==> config.mk <==
export PLATFORM = sky130hd
export DESIGN_NAME = pcm_gain_latch
export DESIGN_NICKNAME = d
export VERILOG_FILES = /design/src/rtl/pcm_gain_pkg.sv /design/src/rtl/pcm_slot_ctr.sv /design/src/rtl/pcm_field_cap.sv /design/src/rtl/pcm_gain_mult.sv /design/src/rtl/pcm_gain_latch.sv
export SDC_FILE = /design/constraint.sdc
export NUM_CORES = 1
export LEC_CHECK = 0
export BUFFER_PORTS_ARGS = -buffer_cell sky130_fd_sc_hd__buf_2
export CORE_MARGIN = 2
export CORE_UTILIZATION = 28
export CTS_BUF_LIST = sky130_fd_sc_hd__clkbuf_8 sky130_fd_sc_hd__clkbuf_16
export CTS_CLUSTER_SIZE = 30
export DETAILED_ROUTE_END_ITERATION = 16
export PLACE_DENSITY_LB_ADDON = 0.2
export REMOVE_ABC_BUFFERS = 1
export SLEW_MARGIN = 20
export SYNTH_ARGS = -nofsm -noshare
export SYNTH_HDL_FRONTEND = slang
export SYNTH_SLANG_ARGS = --single-unit
==> constraint.sdc <==
create_clock -name clk -period 4.8 [get_ports clk]
set_input_delay 1.44 -clock clk [delete_from_list [all_inputs] [get_ports clk]]
set_output_delay 1.44 -clock clk [all_outputs]
set_load 0.01 [all_outputs]
==> src/rtl/pcm_gain_pkg.sv <==
package pcm_gain_pkg;
    typedef enum logic {
        CH_LEFT  = 1'b0,
        CH_RIGHT = 1'b1
    } chan_e;
endpackage

==> src/rtl/pcm_slot_ctr.sv <==
module pcm_slot_ctr
    import pcm_gain_pkg::*;
#(
    parameter int SUB_SLOTS = 32,
    localparam int CNT_W = $clog2(2 * SUB_SLOTS),
    localparam int SUB_W = CNT_W - 1
) (
    input  logic             clk,
    input  logic             rst_n,
    input  logic             stb,
    input  logic             sof,
    output logic [CNT_W-1:0] slot,
    output logic [SUB_W-1:0] sub_slot,
    output logic             load_en,
    output chan_e            load_ch
);
    typedef struct packed {
        logic [CNT_W-1:0] slot;
    } ctr_t;

    ctr_t ctr_d, ctr_q;

    always_comb begin
        ctr_d = ctr_q;
        if (sof) begin
            ctr_d.slot = '0;
        end else if (stb) begin
            ctr_d.slot = ctr_q.slot + CNT_W'(1);
        end
    end

    always_ff @(posedge clk or negedge rst_n) begin
        if (!rst_n) begin
            ctr_q <= '0;
        end else begin
            ctr_q <= ctr_d;
        end
    end

    assign slot     = ctr_q.slot;
    assign sub_slot = ctr_q.slot[SUB_W-1:0];
    assign load_en  = stb && !sof && (int'(ctr_q.slot[SUB_W-1:0]) == SUB_SLOTS - 1);
    assign load_ch  = chan_e'(ctr_q.slot[CNT_W-1]);
endmodule

==> src/rtl/pcm_field_cap.sv <==
module pcm_field_cap #(
    parameter int AUDIO_W        = 16,
    parameter int AUDIO_LSB_SLOT = 12,
    parameter int VALID_SLOT     = 28,
    parameter int SUB_W          = 5
) (
    input  logic               clk,
    input  logic               rst_n,
    input  logic               stb,
    input  logic               sof,
    input  logic               bit_in,
    input  logic [SUB_W-1:0]   sub_slot,
    output logic [AUDIO_W-1:0] audio,
    output logic               inval
);
    typedef struct packed {
        logic [AUDIO_W-1:0] audio;
        logic               inval;
    } cap_t;

    cap_t cap_d, cap_q;
    logic take;

    assign take = stb && !sof;

    always_comb begin
        cap_d = cap_q;
        for (int i = 0; i < AUDIO_W; i++) begin
            if (take && int'(sub_slot) == AUDIO_LSB_SLOT + i) begin
                cap_d.audio[i] = bit_in;
            end
        end
        if (take && int'(sub_slot) == VALID_SLOT) begin
            cap_d.inval = bit_in;
        end
    end

    always_ff @(posedge clk or negedge rst_n) begin
        if (!rst_n) begin
            cap_q.audio <= '0;
            cap_q.inval <= 1'b1;
        end else begin
            cap_q <= cap_d;
        end
    end

    assign audio = cap_q.audio;
    assign inval = cap_q.inval;
endmodule

==> src/rtl/pcm_gain_mult.sv <==
module pcm_gain_mult #(
    parameter int AUDIO_W = 16,
    parameter int GAIN_W  = 5,
    localparam int OUT_W  = AUDIO_W + GAIN_W
) (
    input  logic [AUDIO_W-1:0] audio,
    input  logic [GAIN_W-1:0]  gain,
    output logic [OUT_W-1:0]   product
);
    logic [OUT_W-1:0] pp [GAIN_W];

    for (genvar g = 0; g < GAIN_W; g++) begin : g_pp
        assign pp[g] = gain[g] ? (OUT_W'(audio) << g) : '0;
    end

    always_comb begin
        product = '0;
        for (int i = 0; i < GAIN_W; i++) begin
            product = product + pp[i];
        end
    end
endmodule

==> src/rtl/pcm_gain_latch.sv <==
module pcm_gain_latch
    import pcm_gain_pkg::*;
#(
    parameter int AUDIO_W        = 16,
    parameter int GAIN_W         = 5,
    parameter int SUB_SLOTS      = 32,
    parameter int AUDIO_LSB_SLOT = 12,
    parameter int VALID_SLOT     = 28,
    localparam int OUT_W = AUDIO_W + GAIN_W,
    localparam int CNT_W = $clog2(2 * SUB_SLOTS),
    localparam int SUB_W = CNT_W - 1
) (
    input  logic              clk,
    input  logic              rst_n,
    input  logic              bit_stb,
    input  logic              bit_val,
    input  logic              frame_sof,
    input  logic [GAIN_W-1:0] gain,
    output logic [OUT_W-1:0]  left_pcm,
    output logic [OUT_W-1:0]  right_pcm
);
    typedef struct packed {
        logic [OUT_W-1:0] left;
        logic [OUT_W-1:0] right;
    } outs_t;

    logic [CNT_W-1:0]   slot_q;
    logic [SUB_W-1:0]   sub_slot;
    logic               load_en;
    chan_e              load_ch;
    logic [AUDIO_W-1:0] audio_q;
    logic               inval_q;
    logic [OUT_W-1:0]   product;
    outs_t              outs_d, outs_q;

    pcm_slot_ctr #(.SUB_SLOTS(SUB_SLOTS)) u_ctr (
        .clk      (clk),
        .rst_n    (rst_n),
        .stb      (bit_stb),
        .sof      (frame_sof),
        .slot     (slot_q),
        .sub_slot (sub_slot),
        .load_en  (load_en),
        .load_ch  (load_ch)
    );

    pcm_field_cap #(
        .AUDIO_W        (AUDIO_W),
        .AUDIO_LSB_SLOT (AUDIO_LSB_SLOT),
        .VALID_SLOT     (VALID_SLOT),
        .SUB_W          (SUB_W)
    ) u_cap (
        .clk      (clk),
        .rst_n    (rst_n),
        .stb      (bit_stb),
        .sof      (frame_sof),
        .bit_in   (bit_val),
        .sub_slot (sub_slot),
        .audio    (audio_q),
        .inval    (inval_q)
    );

    pcm_gain_mult #(.AUDIO_W(AUDIO_W), .GAIN_W(GAIN_W)) u_mult (
        .audio   (audio_q),
        .gain    (gain),
        .product (product)
    );

    always_comb begin
        outs_d = outs_q;
        if (load_en && !inval_q) begin
            if (load_ch == CH_LEFT) begin
                outs_d.left = product;
            end else begin
                outs_d.right = product;
            end
        end
    end

    always_ff @(posedge clk or negedge rst_n) begin
        if (!rst_n) begin
            outs_q <= '0;
        end else begin
            outs_q <= outs_d;
        end
    end

    assign left_pcm  = outs_q.left;
    assign right_pcm = outs_q.right;
endmodule

==> Word-level counts from Yosys, hierarchy flattened <==
Index checks and enable logic that the tools add are counted.
{ "totals": {"reg_bits": 65, "in_bits": 10} }
{ "classes": {"addsub": 5, "n_eq_ne": 18, "n_mux": 7, "bitwise": 1, "n_reduce_logical": 25} }
{ "op_table": {"columns": ["operator", "count"], "rows": [
  ["5-bit equality test (second input constant)", 12],
  ["21-bit adder", 2],
  ["21-bit by 19-bit adder with 21-bit output", 1],
  ["21-bit by 20-bit adder with 21-bit output", 1],
  ["5-bit by 4-bit equality test with 1-bit output (second input constant)", 4],
  ["1-bit logical AND", 20],
  ["20-bit two-way mux", 1],
  ["19-bit two-way mux", 1],
  ["18-bit two-way mux", 1],
  ["17-bit two-way mux", 1],
  ["16-bit two-way mux", 1],
  ["6-bit two-way mux", 2],
  ["6-bit by 1-bit adder with 6-bit output (second input constant)", 1],
  ["5-bit by 1-bit equality test with 1-bit output (second input constant)", 1],
  ["5-bit by 3-bit equality test with 1-bit output (second input constant)", 1],
  ["2-bit AND reduction", 2],
  ["1-bit logical NOT", 2],
  ["2-bit nonzero test", 1],
  ["1-bit inverter", 1]
]} }

==> Logic depth before layout (Yosys ltp) <==
{ "logic_depth": {"word_depth": 5, "ltp_mapped": 16} }

==> Hierarchy <==
A second synthesis with hierarchy kept.
{ "unflattened": {"hier_cells": 478, "hier_area_um2": 5186.2} }
{ "by_module_without_submodules": {"columns": ["module", "n_inst", "cells_each", "area_per_inst_um2", "seq_area_each_um2"], "rows": [
  ["pcm_gain_mult", 1, 289, 2408.6, 0.0],
  ["pcm_gain_latch", 1, 90, 1607.8, 1051.0],
  ["pcm_field_cap", 1, 65, 814.5, 426.7],
  ["pcm_slot_ctr", 1, 34, 355.3, 150.1]
]} }

==> Worst setup path before layout <==
No wires, ideal clock.
{ "synth_timing": {"path_kind": "input to register", "start": "input gain[3]", "end": "register outs_q, in the netlist left_pcm[20]", "arrival_ns": 5.132, "t_required_ns": 4.669, "path_slack_ns": -0.464, "cell_stages": 16, "n_path_buf": 1, "cell_sequence": "clkbuf_1 and2_1 fa_1 fa_1 inv_1 fa_1 inv_1 ha_1 inv_1 fa_1 nor2b_4 o31ai_4 a211oi_4 a221oi_4 o211a_1 or3_1"} }
{ "synth_via": {"elab_chain_len": 3} }
{ "synth_lines": {"columns": ["element", "line", "text"], "rows": [
  ["start, declared", "pcm_gain_latch.sv:18", "input logic [GAIN_W-1:0] gain,"],
  ["19-bit two-way mux", "pcm_gain_mult.sv:13", "assign pp[g] = gain[g] ? (OUT_W'(audio) << g) : '0;"],
  ["21-bit by 19-bit adder with 21-bit output", "pcm_gain_mult.sv:19", "product = product + pp[i];"],
  ["21-bit by 20-bit adder with 21-bit output", "pcm_gain_mult.sv:19", null],
  ["end signal, assigned", "pcm_gain_latch.sv:84", "outs_q <= outs_d;"],
  ["end, declared", "pcm_gain_latch.sv:34", "outs_t outs_d, outs_q;"]
]} }
Every way passes these cells.
A chain may end at the register's enable or synchronous reset.

==> Final worst setup path <==
{ "layout_timing": {"start": "input gain[4]", "end": "register outs_q, in the netlist left_pcm[20]"} }
{ "layout_via": {"elab_chain_len": 2} }
{ "layout_lines": {"columns": ["element", "line"], "rows": [
  ["20-bit two-way mux", "pcm_gain_mult.sv:13"],
  ["21-bit by 20-bit adder with 21-bit output", "pcm_gain_mult.sv:19"]
]} }
Every way passes these cells.

==> flow_summary.json <==
{
  "synth_cell_types": 57,
  "layout-drive-gt1-share_pct": 26.6,
  "grt_pass1_wl_mm": 21.1,
  "vdd_drop_max_mv": 0.163,
  "path_clk_slew_ps": 60,
  "final_cell_mix": "nand2_1, dfrtp_1, inv_1, and2_1, buf_2",
  "path_cells": "buf_2, buf_6, and2_4, fa_1, fa_1, inv_1, fa_1, inv_2, ha_4, o21a_2, o31ai_4, a211oi_4, a221oi_4, buf_4, nor4_1, or3_1",
  "final_util_pct": 35.6,
  "place_inst": 870,
  "power_density_mw_per_mm2": 213,
  "maxCapViolCount": 0,
  "nets": 741,
  "areaGrowthSynthToFinish_pct": 25.2,
  "clk_latency_ps": 340,
  "violations": "negative setup slack",
  "p_leak_uw": 0.00348,
  "drt_iter0_markers": 146,
  "postRouteAntennaNets": 0,
  "grt_pass1_vias": 4269,
  "async_reset_ff_share_pct": 100,
  "slowest_delay_ps": 540,
  "worstPathArrival_ps": 5110,
  "start_util_pct": 28.4,
  "slew_viol_final": 0,
  "numPortBuffers": 51,
  "synth_area_leaders": "dfrtp_1, fa_1, nand2_1",
  "fp.dieH_um": 142,
  "synth.ff_latch_count": 65,
  "htree_levels": 3,
  "fin_ws_ps": -99.8,
  "place_hpwl_mm": 9.30,
  "finalWirelength_mm": 12.4,
  "path_class": "in2reg",
  "core_mm2": 0.0186,
  "grt_usage_pct": 13.3,
  "max-slew-margin-rel_pct": 35.0,
  "path_max_fanout": 13,
  "place_congestion": 0.798,
  "period_needed_ps": 4900,
  "ff2ff_setup_slack_ps": 650,
  "layout_commonest_cell": "nand2_1",
  "fp-row-count": 50,
  "synth_top_flop_cell": "dfrtp_1",
  "numCtsBuffers": 9,
  "via_per_inst": 4.54,
  "grt_overflow": 0,
  "cts_num_sinks": 65,
  "tightest_slew_ps": 975,
  "avgSynthCellArea_um2": 9.41,
  "setup_viol": 6,
  "ys_seq_area_share_pct": 30.7,
  "cts_root_buf": "clkbuf_16",
  "netlist.area_leader.share_pct": 30.2,
  "crit_top_cell": "fa_1",
  "grt_max_degree": 38,
  "end_kind": "flip-flop",
  "rsz0062_at_grt": "true",
  "crit_required_ps": 5010,
  "ios": 52,
  "die_w_um": 142,
  "cts_max_path_buffers": 2,
  "crit_slowest_cell": "fa_1",
  "drc": 0,
  "final_cells": 895,
  "synth_warnings": 0,
  "postSynthCellCount": 563,
  "pre_cts_ws_ps": -657,
  "max_freq_mhz": 204,
  "hold_viol_final": 0,
  "hp-class": "reg2reg",
  "antenna_found_initial": 0,
  "synth_area_mm2": 0.00530,
  "tns_ps": -288,
  "n_antenna_cell": 0,
  "detail_route.first_pass.iterations": 4,
  "synth_edf_count": 0,
  "fin_crit_sh_pct": 102,
  "post_drt_wl_per_cell_um": 13.9,
  "cts_tree": "yes",
  "vias": 4061,
  "fill_cells": 1890,
  "synth_top_area_cell": "dfrtp_1",
  "status": "finished with violations",
  "fin_worst_skew_ps": 9.88,
  "dieArea_mm2": 0.0200,
  "cp-start-kind": "input pin"
}
flip-flops by register name, summed over array words and instances, names as in the netlist:
signal / flops
u_cap.audio: 16
right_pcm: 21
left_pcm: 21
u_cap.inval: 1
u_ctr.slot: 6
final timing paths:
check                                from            to  cells after the start
setup / recovery                  gain[4]  left_pcm[20]                     16
hold / removal               right_pcm[7]  right_pcm[7]                      2
setup reg to reg           u_cap.audio[1]  left_pcm[20]                     13
hold reg to reg              right_pcm[7]  right_pcm[7]                      2
max in group asynchronous           rst_n   u_cap.inval                      2
min in group asynchronous           rst_n  right_pcm[2]                      1
cell usage after synthesis, drive strengths merged, types with 4 or more instances:
| library cell | instances |
|---|---|
| nor2 | 30 |
| a211oi | 5 |
| nand2 | 105 |
| ha | 31 |
| and2 | 59 |
| mux2 | 22 |
| xnor2 | 4 |
| xor2 | 8 |
| dfrtp | 64 |
| fa | 44 |
| nand3 | 10 |
| nand4 | 5 |
| nor3 | 6 |
| o211ai | 4 |
| or4 | 4 |
| and3 | 4 |
| clkbuf | 16 |
| buf | 7 |
| mux2i | 4 |
| inv | 55 |
| o21ai | 15 |
| nand2b | 4 |
| a21oi | 15 |
| a21o | 8 |
final cells by class:
type	count	area, um^2	share of cell area, %
Clock buffer	9	225	3.39
Clock inverter	7	47.5	0.716
Inverter	55	206	3.11
Multi-Input combinational cell	420	3530	53.2
Sequential cell	65	1630	24.5
Tap cell	234	293	4.41
Timing Repair Buffer	105	707	10.7
what timing repair did:
action | CTS | global route
setup buffers | 7 | 2
gates resized for setup | 32 | 21
setup endpoints to repair | 20 | 20
hold buffers | 0 | 0
pin swaps | 25 | 14
power by group:
group	internal, uW	switching (uW)	total, uW	leakage, uW
sequential	557	12.9	570	0.000900
combinational	112	122	234	0.00244
clock	349	259	608	0.000137
per-layer routing:
metal	share of wire [%]	routed length (um)	track usage (%)	up-vias
met5	0	0	0	-
met4	1.9	232	5.53	0
met1	46	5720	16.6	1980
met3	3.1	380	2.26	12
met2	49	6080	22.9	43
li1	-	-	-	2026
stage by stage:
stage               hold slack [ps]  area [um^2]  total power (uW)
floorplan                       514         5180               708
global placement                453         6060               791
detailed placement              457         6060               795
CTS                             471         6540              1430
global route                    498         6640              1490
finish                          466         6640              1410
logic make-up after synthesis:
family	synth area share (%)
compound gates	9.23
mux	5.43
buf+inv	6.21
flops	30.7
xor+xnor	1.98
fa+ha+maj	23.9
simple gates	22.5
critical path, delay by kind of cell:
family          cells  cell delay [ps]
fa+ha+maj           4             1790
compound gates      4              830
buf+inv             5              540
simple gates        3              510
(Power assumes the default switching activity.)
